## config.mk

```make
export PLATFORM = sky130hd
export DESIGN_NAME = spi_cmd_frame_engine
export DESIGN_NICKNAME = d
export VERILOG_FILES = /design/src/rtl/spi_fe_pkg.sv /design/src/rtl/spi_fe_sync.sv /design/src/rtl/spi_fe_shift.sv /design/src/rtl/spi_fe_decode.sv /design/src/rtl/spi_cmd_frame_engine.sv
export SDC_FILE = /design/constraint.sdc
export NUM_CORES = 1
export LEC_CHECK = 0
export CORE_UTILIZATION = 60
export DETAILED_ROUTE_END_ITERATION = 6
export DONT_BUFFER_PORTS = 1
export MAX_ROUTING_LAYER = met4
export PLACE_DENSITY = 0.76
export SLEW_MARGIN = 20
export SYNTH_ARGS = -nofsm -noshare
export SYNTH_HDL_FRONTEND = slang
export SYNTH_SLANG_ARGS = --single-unit
export TNS_END_PERCENT = 30
```

## constraint.sdc

```tcl
create_clock -name clk -period 2 [get_ports clk]
set_input_delay 0.5 -clock clk [delete_from_list [all_inputs] [get_ports clk]]
set_output_delay 0.5 -clock clk [all_outputs]
set_load 0.1 [all_outputs]
```

## src/rtl/spi_fe_pkg.sv

```systemverilog
package spi_fe_pkg;
    localparam int OP_W = 3;

    typedef enum logic [OP_W-1:0] {
        OP_NOP    = 3'b000,
        OP_CTL_RD = 3'b001,
        OP_CTL_WR = 3'b011,
        OP_REG_RD = 3'b100,
        OP_REG_WR = 3'b110
    } op_e;

    function automatic logic op_is_ctl(input logic [OP_W-1:0] op);
        return (op == OP_CTL_RD) || (op == OP_CTL_WR);
    endfunction

    function automatic logic op_is_read(input logic [OP_W-1:0] op);
        return (op == OP_CTL_RD) || (op == OP_REG_RD);
    endfunction

    // Operation that reaches the register block (no-op excluded)
    function automatic logic op_is_cmd(input logic [OP_W-1:0] op);
        return op_is_ctl(op) || (op == OP_REG_RD) || (op == OP_REG_WR);
    endfunction
endpackage

```

## src/rtl/spi_fe_sync.sv

```systemverilog
module spi_fe_sync #(
    parameter int STAGES = 2
) (
    input  logic clk,
    input  logic rst_n,
    input  logic sck_a,
    input  logic csn_a,
    input  logic sdi_a,
    output logic sck_rise,
    output logic sck_fall,
    output logic cs_fall,
    output logic cs_rise,
    output logic csn_lvl,
    output logic sdi_lvl
);
    localparam int LANES = 3;
    localparam int EDGE_LANES = 2;

    logic [LANES-1:0] raw;
    logic [LANES-1:0] lvl;
    logic [EDGE_LANES-1:0] prev_d, prev_q;

    assign raw = {sdi_a, csn_a, sck_a};

    genvar g;
    generate
        for (g = 0; g < LANES; g++) begin : g_lane
            logic [STAGES-1:0] ch_d, ch_q;
            always_comb begin
                ch_d = {ch_q[STAGES-2:0], raw[g]};
            end
            // Reset to 0 so a select held low through reset is no falling edge
            always_ff @(posedge clk or negedge rst_n) begin
                if (!rst_n) ch_q <= '0;
                else        ch_q <= ch_d;
            end
            assign lvl[g] = ch_q[STAGES-1];
        end
    endgenerate

    always_comb begin
        prev_d = lvl[EDGE_LANES-1:0];
    end

    always_ff @(posedge clk or negedge rst_n) begin
        if (!rst_n) prev_q <= '0;
        else        prev_q <= prev_d;
    end

    assign sck_rise = lvl[0] & ~prev_q[0];
    assign sck_fall = ~lvl[0] & prev_q[0];
    assign cs_rise  = lvl[1] & ~prev_q[1];
    assign cs_fall  = ~lvl[1] & prev_q[1];
    assign csn_lvl  = lvl[1];
    assign sdi_lvl  = lvl[2];
endmodule

```

## src/rtl/spi_fe_shift.sv

```systemverilog
module spi_fe_shift #(
    parameter int FRAME = 16,
    parameter int CNT_W = $clog2(FRAME + 1)
) (
    input  logic             clk,
    input  logic             rst_n,
    input  logic             sck_rise,
    input  logic             sck_fall,
    input  logic             cs_fall,
    input  logic             csn_lvl,
    input  logic             sdi_lvl,
    input  logic             load_en,
    input  logic [FRAME-1:0] load_val,
    output logic [FRAME-1:0] frame_q,
    output logic             full,
    output logic             out_bit,
    output logic             armed
);
    localparam logic [CNT_W-1:0] CNT_MAX = CNT_W'(FRAME);

    typedef struct packed {
        logic [FRAME-1:0] sh;
        logic [CNT_W-1:0] cnt;
        logic             out;
        logic             armed;
    } st_t;

    st_t st_d, st_q;

    always_comb begin
        st_d = st_q;
        if (cs_fall) begin
            st_d.armed = 1'b1;
            st_d.cnt   = '0;
            st_d.out   = st_q.sh[FRAME-1];
        end else if (!csn_lvl && st_q.armed) begin
            if (sck_rise) begin
                st_d.sh = {st_q.sh[FRAME-2:0], sdi_lvl};
                if (st_q.cnt != CNT_MAX) st_d.cnt = st_q.cnt + 1'b1;
            end
            if (sck_fall) st_d.out = st_q.sh[FRAME-1];
        end
        if (load_en) st_d.sh = load_val;
    end

    always_ff @(posedge clk or negedge rst_n) begin
        if (!rst_n) st_q <= '0;
        else        st_q <= st_d;
    end

    assign frame_q = st_q.sh;
    assign full    = (st_q.cnt == CNT_MAX);
    assign out_bit = st_q.out;
    assign armed   = st_q.armed;
endmodule

```

## src/rtl/spi_fe_decode.sv

```systemverilog
module spi_fe_decode
    import spi_fe_pkg::*;
#(
    parameter int BYTE_W   = 8,
    parameter int ADDR_W   = BYTE_W - OP_W,
    parameter int ACR_ADDR = 16
) (
    input  logic [2*BYTE_W-1:0] frame,
    output logic [OP_W-1:0]     op,
    output logic [ADDR_W-1:0]   addr,
    output logic [BYTE_W-1:0]   data,
    output logic [BYTE_W-1:0]   instr,
    output logic                is_cmd,
    output logic                is_read
);
    localparam int FRAME = 2 * BYTE_W;

    always_comb begin
        instr   = frame[FRAME-1 -: BYTE_W];
        op      = instr[BYTE_W-1 -: OP_W];
        data    = frame[BYTE_W-1:0];
        addr    = op_is_ctl(op) ? ADDR_W'(ACR_ADDR) : instr[ADDR_W-1:0];
        is_cmd  = op_is_cmd(op);
        is_read = op_is_read(op);
    end
endmodule

```

## src/rtl/spi_cmd_frame_engine.sv

```systemverilog
module spi_cmd_frame_engine
    import spi_fe_pkg::*;
#(
    parameter int BYTE_W      = 8,
    parameter int SYNC_STAGES = 2,
    parameter int ACR_ADDR    = 16
) (
    input  logic                     clk,
    input  logic                     rst_n,
    input  logic                     sck_in,
    input  logic                     csn_in,
    input  logic                     sdi_in,
    input  logic                     sdo_od_mode,
    input  logic [BYTE_W-1:0]        rd_data,
    output logic                     cmd_valid,
    output logic [OP_W-1:0]          cmd_op,
    output logic [BYTE_W-OP_W-1:0]   cmd_addr,
    output logic [BYTE_W-1:0]        cmd_data,
    output logic                     sdo_out,
    output logic                     sdo_oe
);
    localparam int ADDR_W = BYTE_W - OP_W;
    localparam int FRAME  = 2 * BYTE_W;

    logic sck_rise, sck_fall, cs_fall, cs_rise, csn_lvl, sdi_lvl;
    logic [FRAME-1:0] frame_q;
    logic full, out_bit, armed;
    logic load_en;
    logic [FRAME-1:0] load_val;
    logic [OP_W-1:0] dec_op;
    logic [ADDR_W-1:0] dec_addr;
    logic [BYTE_W-1:0] dec_data, dec_instr;
    logic dec_cmd, dec_read;

    typedef struct packed {
        logic              valid;
        logic              rd;
        logic [OP_W-1:0]   op;
        logic [ADDR_W-1:0] addr;
        logic [BYTE_W-1:0] data;
        logic [BYTE_W-1:0] instr;
    } cmd_t;

    cmd_t cmd_d, cmd_q;

    spi_fe_sync #(.STAGES(SYNC_STAGES)) u_sync (
        .clk(clk), .rst_n(rst_n),
        .sck_a(sck_in), .csn_a(csn_in), .sdi_a(sdi_in),
        .sck_rise(sck_rise), .sck_fall(sck_fall),
        .cs_fall(cs_fall), .cs_rise(cs_rise),
        .csn_lvl(csn_lvl), .sdi_lvl(sdi_lvl)
    );

    spi_fe_shift #(.FRAME(FRAME)) u_shift (
        .clk(clk), .rst_n(rst_n),
        .sck_rise(sck_rise), .sck_fall(sck_fall),
        .cs_fall(cs_fall), .csn_lvl(csn_lvl), .sdi_lvl(sdi_lvl),
        .load_en(load_en), .load_val(load_val),
        .frame_q(frame_q), .full(full), .out_bit(out_bit), .armed(armed)
    );

    spi_fe_decode #(.BYTE_W(BYTE_W), .ADDR_W(ADDR_W), .ACR_ADDR(ACR_ADDR)) u_dec (
        .frame(frame_q), .op(dec_op), .addr(dec_addr), .data(dec_data),
        .instr(dec_instr), .is_cmd(dec_cmd), .is_read(dec_read)
    );

    always_comb begin
        cmd_d       = cmd_q;
        cmd_d.valid = cs_rise && armed && full && dec_cmd;
        if (cmd_d.valid) begin
            cmd_d.rd    = dec_read;
            cmd_d.op    = dec_op;
            cmd_d.addr  = dec_addr;
            cmd_d.data  = dec_data;
            cmd_d.instr = dec_instr;
        end
    end

    always_ff @(posedge clk or negedge rst_n) begin
        if (!rst_n) cmd_q <= '0;
        else        cmd_q <= cmd_d;
    end

    // Read answer is placed in the outgoing register during the strobe
    assign load_en  = cmd_q.valid && cmd_q.rd;
    assign load_val = {cmd_q.instr, rd_data};

    assign cmd_valid = cmd_q.valid;
    assign cmd_op    = cmd_q.op;
    assign cmd_addr  = cmd_q.addr;
    assign cmd_data  = cmd_q.data;

    assign sdo_out = sdo_od_mode ? 1'b0 : out_bit;
    assign sdo_oe  = !csn_lvl && armed && (!sdo_od_mode || !out_bit);
endmodule

```

======== Word-level counts from Yosys, hierarchy flattened ========
Index checks and enable logic that the tools add are counted.
cells by class
  muxes and demuxes ....................... 9
  eq/ne operators ......................... 7
  bitwise gates (word level) .............. 8
  add/subtract/negate cells ............... 1
  reduce and logical (&&, ||, !) cells .... 23
operators with widths
  operator                                                                 count
  16-bit 2-to-1 mux                                                        2
  22-bit 2-to-1 mux                                                        1
  21-bit 2-to-1 mux                                                        1
  2-bit nonzero test                                                       6
  5-bit 2-to-1 mux                                                         2
  3-bit == test, second input constant                                     2
  1-bit logical AND                                                        6
  6-bit 2-to-1 mux                                                         1
  3-bit AND reduction                                                      2
  5-bit by 1-bit adder with 5-bit output, second input constant            1
  5-bit == test, second input constant                                     1
  1-bit logical OR                                                         5
  5-bit inequality test, second input constant                             1
  1-bit AND                                                                4
  1-bit inverter                                                           4
  3-bit by 1-bit == test with 1-bit output, second input constant          1
  3-bit by 2-bit == test with 1-bit output, second input constant          1
  1-bit zero test                                                          3
  1-bit 2-to-1 mux                                                         2
  2-bit by 1-bit inequality test with 1-bit output, second input constant  1
  2-bit AND reduction                                                      1
storage, ports and cells
  input bits .............................. 14
  word-level logic and storage cells ...... 62
  flip-flop bits (word level) ............. 57
  output and inout bits ................... 19

======== Depth between registers and ports, before layout ========
  word-level depth ........................ 6
  gate-level depth with buffers ........... 6
  mapped depth without buffers ............ 5

======== Cells and area by module ========
A second synthesis with hierarchy kept.
unflattened totals
  cells, all modules ...................... 238
  area, all modules ....................... 2906.5 um^2
by module, submodules not included
  module                cells an instance  seq. area each (um^2)  area each (um^2)  instances
  spi_fe_shift          124                575.6                  1281.2            1
  spi_cmd_frame_engine  75                 650.6                  1194.9            1
  spi_fe_sync           12                 200.2                  235.2             1
  spi_fe_decode         27                 0.0                    195.2             1

======== Worst setup path before layout ========
OpenSTA, ideal clock, no wires.
  kind .................................... reg-to-output
  from .................................... register u_sync.g_lane[1].ch_q[1]
  to ...................................... output port sdo_oe
  slack ................................... -0.565 ns
  arrival time ............................ 2.065 ns
  data required time ...................... 1.500 ns
  cell stages (with the launch flop) ...... 3
  buffers on the path ..................... 0
  cells stage by stage .................... dfrtp_1 > nand2b_1 > a21oi_1
on the way
  cells in the longest elaborated chain, start to end .. 3
RTL lines
  item                            RTL line                    text
  start, declared                 spi_fe_sync.sv:28           logic [STAGES-1:0] ch_d, ch_q;
  start signal, assigned          spi_fe_sync.sv:35           else ch_q <= ch_d;
  1-bit zero test                 spi_cmd_frame_engine.sv:94  assign sdo_oe = !csn_lvl && armed && (!sdo_od_mode || !out_bit);
  1-bit logical AND (2 in a row)  spi_cmd_frame_engine.sv:94
  end, declared                   spi_cmd_frame_engine.sv:20  output logic sdo_oe
No other way between the ends.

======== Worst setup path after layout ========
  from .................................... register u_shift.st_q[2] in the netlist's numbering
  to ...................................... register cmd_q[4] in the netlist's numbering
on the way
  cells in the longest elaborated chain, start to end .. 3
RTL lines
  item                            RTL line                    text
  start, declared                 spi_fe_shift.sv:28          st_t st_d, st_q;
  start signal, assigned          spi_fe_shift.sv:48          else st_q <= st_d;
  5-bit == test                   spi_fe_shift.sv:52          assign full = (st_q.cnt == CNT_MAX);
  1-bit logical AND (2 in a row)  spi_cmd_frame_engine.sv:69  cmd_d.valid = cs_rise && armed && full && dec_cmd;
  end signal, assigned            spi_cmd_frame_engine.sv:81  else cmd_q <= cmd_d;
  end, declared                   spi_cmd_frame_engine.sv:44  cmd_t cmd_d, cmd_q;
No other way between the ends.
A chain may end at the register's enable or synchronous reset.

==> run summary <==
via-per-instance ratio - 6.07
period utilization - 94.5%
Worst VDD drop - 0.000559 V
CP bufs+invs - 1
Non-Filler Instances - 255
worst-path fanout max - 23
Clock Sinks - 54
Worst Hold Class - in -> async
Layout Skew - 0.00625 ns
post-route cell area - 0.00255 sq mm
Post-synth top flop - dfrtp_1
EDFF count, synth - 0
outcome - finished clean
Area Overhead vs Synth - 3.19%
# fillers - 280
most instantiated library cell after synthesis - dfrtp_1
final setup fails - 0
Die W - 66.2 um
Reg clk slew, reported paths - 0.09 ns
Setup WS pre-CTS - 0.0943 ns
Num CTS Buffers - 5
top cell type's share of synthesized area - 54.7%
CP startpoint kind - flip-flop
Mapped Nets - 234
post-CTS setup buffer count - 0
Multi-input gate area - 938 sq um
ANT cells - 0
met2 wire len - 2.22 mm
WL met3 - 223 um
Worst path top cell family by delay - simple AND/OR/NAND/NOR gates
clk_lat worst skew - 0.30 ns
syn_area_per_cell - 11.4 sq um
final net count - 224
post-layout power - 2.02 mW
Slew HR - 37.7%
Leak - 1.18 nW
Routed WL - 4.48 mm
Final Hold Viols - 0
wl on met1 - 2.02 mm
Yosys Warn Count - 0
largest net degree at the start of global routing - 55
worst setup margin - 0.110 ns
Starting DRT DRC Count - 155
gr ovfl total - 0
first-pass GRT wire length - 7.59 mm
Pwr Density - 794 mW/mm^2
fin. max-slew vios - 0
TritonCTS clock tree - built
Buffers on Ports - 0
Synth async-reset ratio - 100%
WHS - 0.0513 ns
routed length per placed instance - 17.6 um
residual DRC count - 0
gr usage total - 24.4%
Detailed Place HPWL - 2.92 mm
ranking of synthesized cells by area - dfrtp_1 (55%), mux2_2 (9.6%), buf_4 (4.9%), nand3b_1 (4.9%), o21ai_0 (4.3%)
max cap viols - 0
core box area - 0.00380 sq mm
DRT Pass-1 Iters - 4
die height - 66.2 um
post-synthesis cell count - 217
DP Area - 0.00243 sq mm
critical path arrival - 2.08 ns
Worst Setup End Kind - flip-flop
GPL Wtd Cong - 0.803
Detail Route Antenna Nets - 0
Die ar. - 0.00438 sq mm
min cycle time layout - 1.89 ns
Finished Core Util - 67.2%
synth cell count leaders - dfrtp_1 (54), mux2_2 (21), o21ai_0 (21)
clock tree buffer depth - 2
vias in the first global route - 1555
Initial Utilization - 65.1%
sequential area share after synthesis - 54.7%
RSZ-0062 raised after global routing - yes
std cell rows - 22
Sequential Area - 0.00135 sq mm
Post-Syn Area - 0.00247 sq mm
Worst path slowest cell - dfrtp_1
Crit Path Class - reg -> reg
library cells used by synthesis - 28
Critical Path, Cell by Cell - inv_2 -> ha_4 -> and4bb_2 -> nand4_4 -> mux2_2
CTS Root Cell - clkbuf_8
Setup TNS - 0 ns
worst slew pin tran - 0.935 ns
crit-path max cell delay - 0.42 ns
Via Count - 1547
CP required - 2.19 ns
initial antenna violation count - 0
io pins - 33
htree depth - 2
layout cells sized above 1 - 22.2%
dpl cells - 247
post-synth top area cell - dfrtp_1
fmax - 529 MHz
Top Layer Used - met4
Yosys reg bits - 54
## worst reg2reg max path: cells and delay by family (launching register included)
| kind | cells | cell delay (ns) |
|---|---|---|
| buffers and inverters | 1 | 0.10 |
| and+or+nand+nor | 2 | 0.69 |
| DFF | 1 | 0.42 |
| muxes | 1 | 0.43 |
| adders and majority gates | 1 | 0.14 |
## placed cells by master, fill, tap and decap left out, types with 4 or more instances in the layout
master,Yosys,routed
a31oi_1,16,16
nand2b_1,4,4
a21oi_1,6,5
o21ai_0,21,21
clkbuf_8,1,5
inv_1,6,4
nand3_1,4,4
dfrtp_1,54,54
nand3b_1,16,16
mux2_2,21,21
buf_4,16,10
nor2b_1,6,5
nor2_1,19,19
## layer usage
metal | global-route usage (%) | up-vias
li1 | - | 723
met1 | 30.8 | 769
met2 | 38.6 | 53
met3 | 6.03 | 2
met4 | 8.24 | 0
met5 | - | -
## cells by family after synthesis
family                   count (synthesis)  synth area share (%)
AO/OA/AOI/OAI                           44                  9.82
XOR/XNOR                                 1                 0.354
adder cells (fa/ha/maj)                  3                  1.52
buffers and inverters                   34                  8.40
flip-flops                              54                  54.7
multiplexers                            23                  10.6
AND/OR/NAND/NOR                         58                  14.7
## sequential cells by signal, indices dropped and copies added, names as in the netlist
| name | flops |
|---|---|
| u_shift.frame_q | 16 |
| cmd_data | 8 |
| cmd_q | 6 |
| u_sync.g_lane.ch_q | 6 |
| cmd_addr | 5 |
| u_shift.st_q | 5 |
| cmd_op | 3 |
| u_sync.prev_q | 2 |
| cmd_valid | 1 |
| u_shift.armed | 1 |
| u_shift.out_bit | 1 |
## path summary, 6_finish.rpt
path	start	end	slack (ns)	cells past startpoint
setup / recovery	u_shift.st_q[2]$_DFFE_PN0P_	cmd_q[4]$_DFFE_PN0P_	0.11	5
hold / removal	rst_n	cmd_addr[0]$_DFFE_PN0P_	0.05	1
setup reg to reg	u_shift.st_q[2]$_DFFE_PN0P_	cmd_q[4]$_DFFE_PN0P_	0.11	5
hold reg to reg	u_sync.g_lane[1].ch_q[0]$_DFF_PN0_	u_sync.g_lane[1].ch_q[1]$_DFF_PN0_	0.35	0
max in group asynchronous	rst_n	cmd_addr[3]$_DFFE_PN0P_	1.73	1
min in group clk	csn_in	u_sync.g_lane[1].ch_q[0]$_DFF_PN0_	0.23	0
## layout make-up
type	instances	area share, %
clock buffer	7	2.99
inverter	6	0.883
multi-input combinational	129	36.8
timing repair buffer	11	4.02
sequential	54	53.0
tap	48	2.35
## repair_timing
action,4_1_cts,5_1_grt
endpoints found under the hold margin,54,0
hold buffers,1,0
gates resized for setup,0,4
setup endpoints to repair,0,22
## power breakdown
group,total (mW),switching [mW],internal [mW]
Clock,0.565,0.323,0.242
Sequential,1.25,0.0755,1.18
Combinational,0.206,0.114,0.0925
Total,2.02,0.512,1.51
Note: power is estimated with default switching activity, not from simulation.
